## src/rtl/phy_irq_pkg.sv

```systemverilog
package phy_irq_pkg;
  localparam int CTRL_BITS = 3;

  typedef struct packed {
    logic out_en;   // bit 2: pad drives interrupt
    logic evt_en;   // bit 1: global event gate
    logic test;     // bit 0: forced interrupt
  } irq_ctrl_t;
endpackage

```

## src/rtl/irq_ctl_regs.sv

```systemverilog
module irq_ctl_regs
  import phy_irq_pkg::*;
#(
  parameter int ADDR_W   = 5,
  parameter int DATA_W   = 16,
  parameter int REG_ADDR = 'h11
) (
  input  logic              clk,
  input  logic              rst,
  input  logic [ADDR_W-1:0] bus_addr,
  input  logic              bus_wr,
  input  logic [DATA_W-1:0] bus_wdata,
  output logic [DATA_W-1:0] bus_rdata,
  output irq_ctrl_t         ctrl
);
  localparam logic [ADDR_W-1:0] HIT_ADDR = ADDR_W'(REG_ADDR);

  logic hit;
  logic unused_wdata;

  assign hit          = (bus_addr == HIT_ADDR);
  assign unused_wdata = ^bus_wdata[DATA_W-1:CTRL_BITS];

  always_ff @(posedge clk) begin
    if (rst)
      ctrl <= '0;
    else if (bus_wr && hit)
      ctrl <= irq_ctrl_t'(bus_wdata[CTRL_BITS-1:0]);
  end

  always_comb begin
    bus_rdata = '0;
    if (hit)
      bus_rdata[CTRL_BITS-1:0] = ctrl;
  end


  write_store_chk: assert property (@(posedge clk) disable iff (rst)
    (bus_wr && hit) |=> (ctrl == $past(bus_wdata[CTRL_BITS-1:0])));


  foreign_write_chk: assert property (@(posedge clk) disable iff (rst)
    (bus_wr && !hit) |=> $stable(ctrl));
endmodule

```

## src/rtl/irq_combine.sv

```systemverilog
module irq_combine
  import phy_irq_pkg::*;
#(
  parameter int NUM_EVT = 6
) (
  input  logic               clk,
  input  logic               rst,
  input  irq_ctrl_t          ctrl,
  input  logic [NUM_EVT-1:0] evt_flag,
  input  logic [NUM_EVT-1:0] evt_en,
  output logic               irq_q
);
  logic [NUM_EVT-1:0] lane_hit;
  logic               any_evt;
  logic               irq_d;

  for (genvar i = 0; i < NUM_EVT; i++) begin : g_lane
    assign lane_hit[i] = evt_flag[i] & evt_en[i];
  end

  assign any_evt = |lane_hit;
  assign irq_d   = ctrl.test | (ctrl.evt_en & any_evt);

  always_ff @(posedge clk) begin
    if (rst) irq_q <= 1'b0;
    else     irq_q <= irq_d;
  end


  test_forces_chk: assert property (@(posedge clk) disable iff (rst)
    ctrl.test |=> irq_q);


  gate_blocks_chk: assert property (@(posedge clk) disable iff (rst)
    (!ctrl.test && !ctrl.evt_en) |=> !irq_q);


  lane_quiet_chk: assert property (@(posedge clk) disable iff (rst)
    (!ctrl.test && ((evt_flag & evt_en) == '0)) |=> !irq_q);
endmodule

```

## src/rtl/pad_ctrl.sv

```systemverilog
module pad_ctrl #(
  parameter int SYNC_STAGES = 2
) (
  input  logic clk,
  input  logic rst,
  input  logic out_en,
  input  logic irq_q,
  input  logic pad_in,
  output logic pad_oe,
  output logic pad_out_n,
  output logic power_down_n
);
  localparam int LAST = SYNC_STAGES - 1;

  logic [SYNC_STAGES-1:0] sync_q;

  always_ff @(posedge clk) begin
    if (rst) sync_q <= '1;
    else     sync_q <= {sync_q[SYNC_STAGES-2:0], pad_in};
  end

  assign pad_oe       = out_en;
  assign pad_out_n    = out_en ? ~irq_q : 1'b1;
  assign power_down_n = out_en ? 1'b1 : sync_q[LAST];


  parked_high_chk: assert property (@(posedge clk) disable iff (rst)
    !pad_oe |-> pad_out_n);


  pd_forced_chk: assert property (@(posedge clk) disable iff (rst)
    pad_oe |-> power_down_n);
endmodule

```

## src/rtl/phy_irq_ctrl.sv

```systemverilog
module phy_irq_ctrl
  import phy_irq_pkg::*;
#(
  parameter int ADDR_W      = 5,
  parameter int DATA_W      = 16,
  parameter int REG_ADDR    = 'h11,
  parameter int NUM_EVT     = 6,
  parameter int SYNC_STAGES = 2
) (
  input  logic               clk,
  input  logic               rst,
  input  logic [ADDR_W-1:0]  bus_addr,
  input  logic               bus_wr,
  input  logic [DATA_W-1:0]  bus_wdata,
  output logic [DATA_W-1:0]  bus_rdata,
  input  logic [NUM_EVT-1:0] evt_flag,
  input  logic [NUM_EVT-1:0] evt_en,
  output logic               irq_req,
  output logic               pad_oe,
  output logic               pad_out_n,
  input  logic               pad_in,
  output logic               power_down_n
);
  irq_ctrl_t ctrl;
  logic      irq_q;

  irq_ctl_regs #(
    .ADDR_W  (ADDR_W),
    .DATA_W  (DATA_W),
    .REG_ADDR(REG_ADDR)
  ) u_regs (
    .clk      (clk),
    .rst      (rst),
    .bus_addr (bus_addr),
    .bus_wr   (bus_wr),
    .bus_wdata(bus_wdata),
    .bus_rdata(bus_rdata),
    .ctrl     (ctrl)
  );

  irq_combine #(
    .NUM_EVT(NUM_EVT)
  ) u_comb (
    .clk     (clk),
    .rst     (rst),
    .ctrl    (ctrl),
    .evt_flag(evt_flag),
    .evt_en  (evt_en),
    .irq_q   (irq_q)
  );

  pad_ctrl #(
    .SYNC_STAGES(SYNC_STAGES)
  ) u_pad (
    .clk         (clk),
    .rst         (rst),
    .out_en      (ctrl.out_en),
    .irq_q       (irq_q),
    .pad_in      (pad_in),
    .pad_oe      (pad_oe),
    .pad_out_n   (pad_out_n),
    .power_down_n(power_down_n)
  );

  assign irq_req = irq_q;


  pad_mirror_chk: assert property (@(posedge clk) disable iff (rst)
    pad_oe |-> (pad_out_n == !irq_req));
endmodule

```

## config.mk

```make
export PLATFORM = sky130hd
export DESIGN_NAME = phy_irq_ctrl
export DESIGN_NICKNAME = d
export VERILOG_FILES = /design/src/rtl/phy_irq_pkg.sv /design/src/rtl/irq_ctl_regs.sv /design/src/rtl/irq_combine.sv /design/src/rtl/pad_ctrl.sv /design/src/rtl/phy_irq_ctrl.sv
export SDC_FILE = /design/constraint.sdc
export NUM_CORES = 1
export LEC_CHECK = 0
export ABC_CLOCK_PERIOD_IN_PS = 1130
export CORE_AREA = 3 3 40 42
export DETAILED_ROUTE_END_ITERATION = 7
export DIE_AREA = 0 0 43 45
export DONT_BUFFER_PORTS = 1
export PLACE_DENSITY = 0.52
export SLEW_MARGIN = 0
export SYNTH_ARGS = -nofsm -noshare
export SYNTH_HDL_FRONTEND = slang
export SYNTH_SLANG_ARGS = --single-unit
```

## constraint.sdc

```tcl
create_clock -name clk -period 1.13 [get_ports clk]
set_input_delay 0.113 -clock clk [delete_from_list [all_inputs] [get_ports clk]]
set_output_delay 0.113 -clock clk [all_outputs]
set_load 0.01 [all_outputs]
```

==> Flow_metrics.wiki <==
{| class="wikitable"
! Metric !! Value
|-
| Run status || completed
|-
| First drt pass iteration count || 2
|-
| Met2 WL || 315 microns
|-
| Die footprint || 1935 sq um
|-
| Number of antenna violations at the first check in global routing || 0
|-
| Slew Viols, Final || 0
|-
| Antenna cell count || 0
|-
| Hold Startpoint || bus_wdata[2]
|-
| Overall fraction of global-route tracks in use || 0.06500
|-
| Clock Sinks || 6
|-
| Vias per cell || 4.422
|-
| Routed wire length || 695 microns
|-
| Drt drc || 0
|-
| Cell-by-cell listing of the critical path || or2_2
|-
| Most frequent cell after synthesis || sky130_fd_sc_hd__buf_4
|-
| Family with the most delay on the worst path || flip-flops
|-
| Growth of design area from synthesis to finish || 2.109%
|-
| Power density over cell area || 1092 nW/um^2
|-
| Largest net degree at the start of global routing || 8
|-
| Die width || 43 microns
|-
| Avg Synthesized Cell Area || 9.231 sq um
|-
| Clk slew on worst S/H paths || 0.04 ns
|-
| Minimum period implied by the final worst setup slack || 1.057 ns
|-
| Initial detailed-routing violation count || 5
|-
| Synth Flop Type || sky130_fd_sc_hd__dfxtp_1
|-
| Number of storage elements in the synthesis netlist || 6
|-
| IR drop worst, VDD || 450.4 uV
|-
| IO buf count || 0
|-
| Final nets || 88
|-
| H-tree levels || 1
|-
| Number of hold-slack violations in the final timing report || 0
|-
| Cell at the slowest stage of the critical path || sky130_fd_sc_hd__dfxtp_1
|-
| Netlist area before placement || 415.4 sq um
|-
| Max Fclk || 0.9459 GHz
|-
| Number of buffers added by the clock tree synthesis step || 3
|-
| Setup Total Neg Slack || 0 ns
|-
| Initial Util || 0.3233
|-
| Critical setup path kind || flip-flop to primary output
|-
| Maximum fanout along the worst path || 5
|-
| Worst setup path startpoint || u_regs.ctrl[2]$_SDFFE_PP0P_
|-
| Total gr overflow || 0
|-
| Share of layout cells above drive strength 1 || 0.1633
|-
| Leading area contributor after synthesis || sky130_fd_sc_hd__dfxtp_1
|-
| Number of global-route vias before repair || 243
|-
| Kind of start point of the critical path || flip-flop
|-
| Cell Rows || 13
|-
| Area of the placeable core || 1285 sq um
|-
| HP Class || primary input to flip-flop
|-
| Setup repair bufs after CTS || 0
|-
| Clock network latency to the later pin of the worst-skew pair || 0.24 ns
|-
| Critical Path End Type || primary output
|-
| Top cells by instance count after synthesis || sky130_fd_sc_hd__buf_4, sky130_fd_sc_hd__nand2b_1, sky130_fd_sc_hd__dfxtp_1
|-
| Maximum count of clock buffers along a single path || 2
|-
| CP Data Required Time || 1.02 ns
|-
| Unrepaired setup endpoints after global routing || false
|-
| Routed metal-1 wirelength || 244 microns
|-
| Number of warnings printed during yosys synthesis || 0
|-
| DR vias || 283
|-
| Clock tree from TritonCTS || yes
|-
| Top layer used by detailed routing || met3
|-
| Portion of synthesized cell area occupied by the leading cell type || 0.2892
|-
| Period utilization || 0.9356
|-
| Ports || 57
|-
| Average wire length per cell after detail routing || 10.86 microns
|-
| GP Congestion || 0.6938
|-
| P_leak || 0.1721 nW
|-
| Remaining antenna violation count || 0
|-
| Root Buffer Master || sky130_fd_sc_hd__clkbuf_4
|-
| Number of buffers and inverters on the critical path || 0
|-
| Critical Path AT || 0.94 ns
|-
| Max-cap violation count || 0
|-
| Start of the worst register-to-register path || u_regs.ctrl[0]$_SDFFE_PP0P_
|-
| Number of enable-type register cells in the synthesized netlist || 0
|-
| Post-Route Skew || 0.0008907 ns
|-
| Proportion of synthesized flip-flops having asynchronous set or reset || 0
|-
| Routed length on met3 || 135 microns
|-
| Sequential share of the synthesized area || 0.2892
|-
| Count of distinct cell types in the synthesized netlist || 15
|-
| Post-layout util || 0.3301
|-
| Delay of the slowest cell on the worst path || 0.36 ns
|-
| Number of instances in the synthesized netlist || 45
|-
| DIE HEIGHT || 45 microns
|-
| Top cells by area in the synthesized netlist || sky130_fd_sc_hd__dfxtp_1, sky130_fd_sc_hd__buf_4, sky130_fd_sc_hd__nand2b_1
|-
| Wire length of the first global-routing pass || 931 microns
|-
| Final setup fails || 0
|}
worst paths after layout:
path,end,slack [ns],cells after the start
worst max-delay path,power_down_n,0.07,1
worst min-delay path,u_regs.ctrl[2]$_SDFFE_PP0P_,0.03,2
worst max register to register,u_comb.irq_q$_SDFF_PP0_,0.32,2
worst min register to register,u_pad.sync_q[1]$_SDFF_PP1_,0.40,1
cells by family after synthesis:
| group | Yosys count | synth area share |
|---|---|---|
| AO/OA/AOI/OAI | 4 | 0.07831 |
| multiplexers | 3 | 0.07229 |
| buffers and inverters | 13 | 0.2349 |
| AND/OR/NAND/NOR | 18 | 0.3162 |
| other | 1 | 0.009027 |
| flip-flops | 6 | 0.2892 |
power by group:
part           internal (mW)  leakage [nW]  total (mW)  switching, mW
Sequential             0.217        0.0488       0.218        0.00165
Combinational         0.0240         0.109      0.0553         0.0313
Clock                  0.120        0.0138       0.189         0.0696
Total                  0.360         0.172       0.463          0.103
stage by stage:
step                      cells  setup slack (ns)  power (mW)  hold slack (ns)  cell area, sq um
final                        64           0.07278      0.4630          0.02908             424.2
after global placement       59            0.2107      0.2703           0.1915             381.6
after floorplan              57            0.2740      0.3017           0.1851             460.4
after CTS                    64           0.04813      0.4759          0.01950             424.2
after detailed placement     59            0.2031      0.2704           0.1939             381.6
after global routing         64           0.02002      0.4937          0.02334             424.2
registers in the layout (all words and copies together) (netlist names):
register and cells:
u_regs.ctrl 3, u_pad.sync_q 2, u_comb.irq_q 1
cells in the final DEF (no fill, tap or decap):
| cell | n |
|---|---|
| sky130_fd_sc_hd__mux2i_1 | 3 |
| sky130_fd_sc_hd__conb_1 | 13 |
| sky130_fd_sc_hd__nand2b_4 | 1 |
| sky130_fd_sc_hd__dlygate4sd3_1 | 2 |
| sky130_fd_sc_hd__dfxtp_1 | 6 |
| sky130_fd_sc_hd__and2_1 | 3 |
| sky130_fd_sc_hd__nor2_1 | 1 |
| sky130_fd_sc_hd__nor4b_4 | 1 |
| sky130_fd_sc_hd__or2_2 | 3 |
| sky130_fd_sc_hd__a311oi_1 | 1 |
| sky130_fd_sc_hd__nand2_1 | 1 |
| sky130_fd_sc_hd__clkbuf_4 | 3 |
| sky130_fd_sc_hd__nand2b_1 | 7 |
| sky130_fd_sc_hd__nor3_1 | 1 |
| sky130_fd_sc_hd__a221oi_1 | 1 |
| sky130_fd_sc_hd__a22oi_1 | 2 |
layout make-up:
| type | count | area (sq um) |
|---|---|---|
| fill | 145 | 860.8 |
| multi-input combinational | 38 | 242.7 |
| sequential | 6 | 120.1 |
| clock buffer | 3 | 22.52 |
| timing repair buffer | 2 | 20.02 |
| tap | 15 | 18.77 |
routing by layer:
| layer | GRT usage | vias up |
|---|---|---|
| li1 | - | 133 |
| met1 | 0.06763 | 119 |
| met2 | 0.1048 | 31 |
| met3 | 0.02390 | 0 |
| met4 | 0.05422 | 0 |
| met5 | 0 | - |
what timing repair did:
item | CTS | global route
hold buffers | 2 | 0
endpoints found under the setup margin | 0 | 0
resized for setup | 0 | 0
endpoints found under the hold margin | 3 | 0
Note: power is estimated with default switching activity, not from simulation.
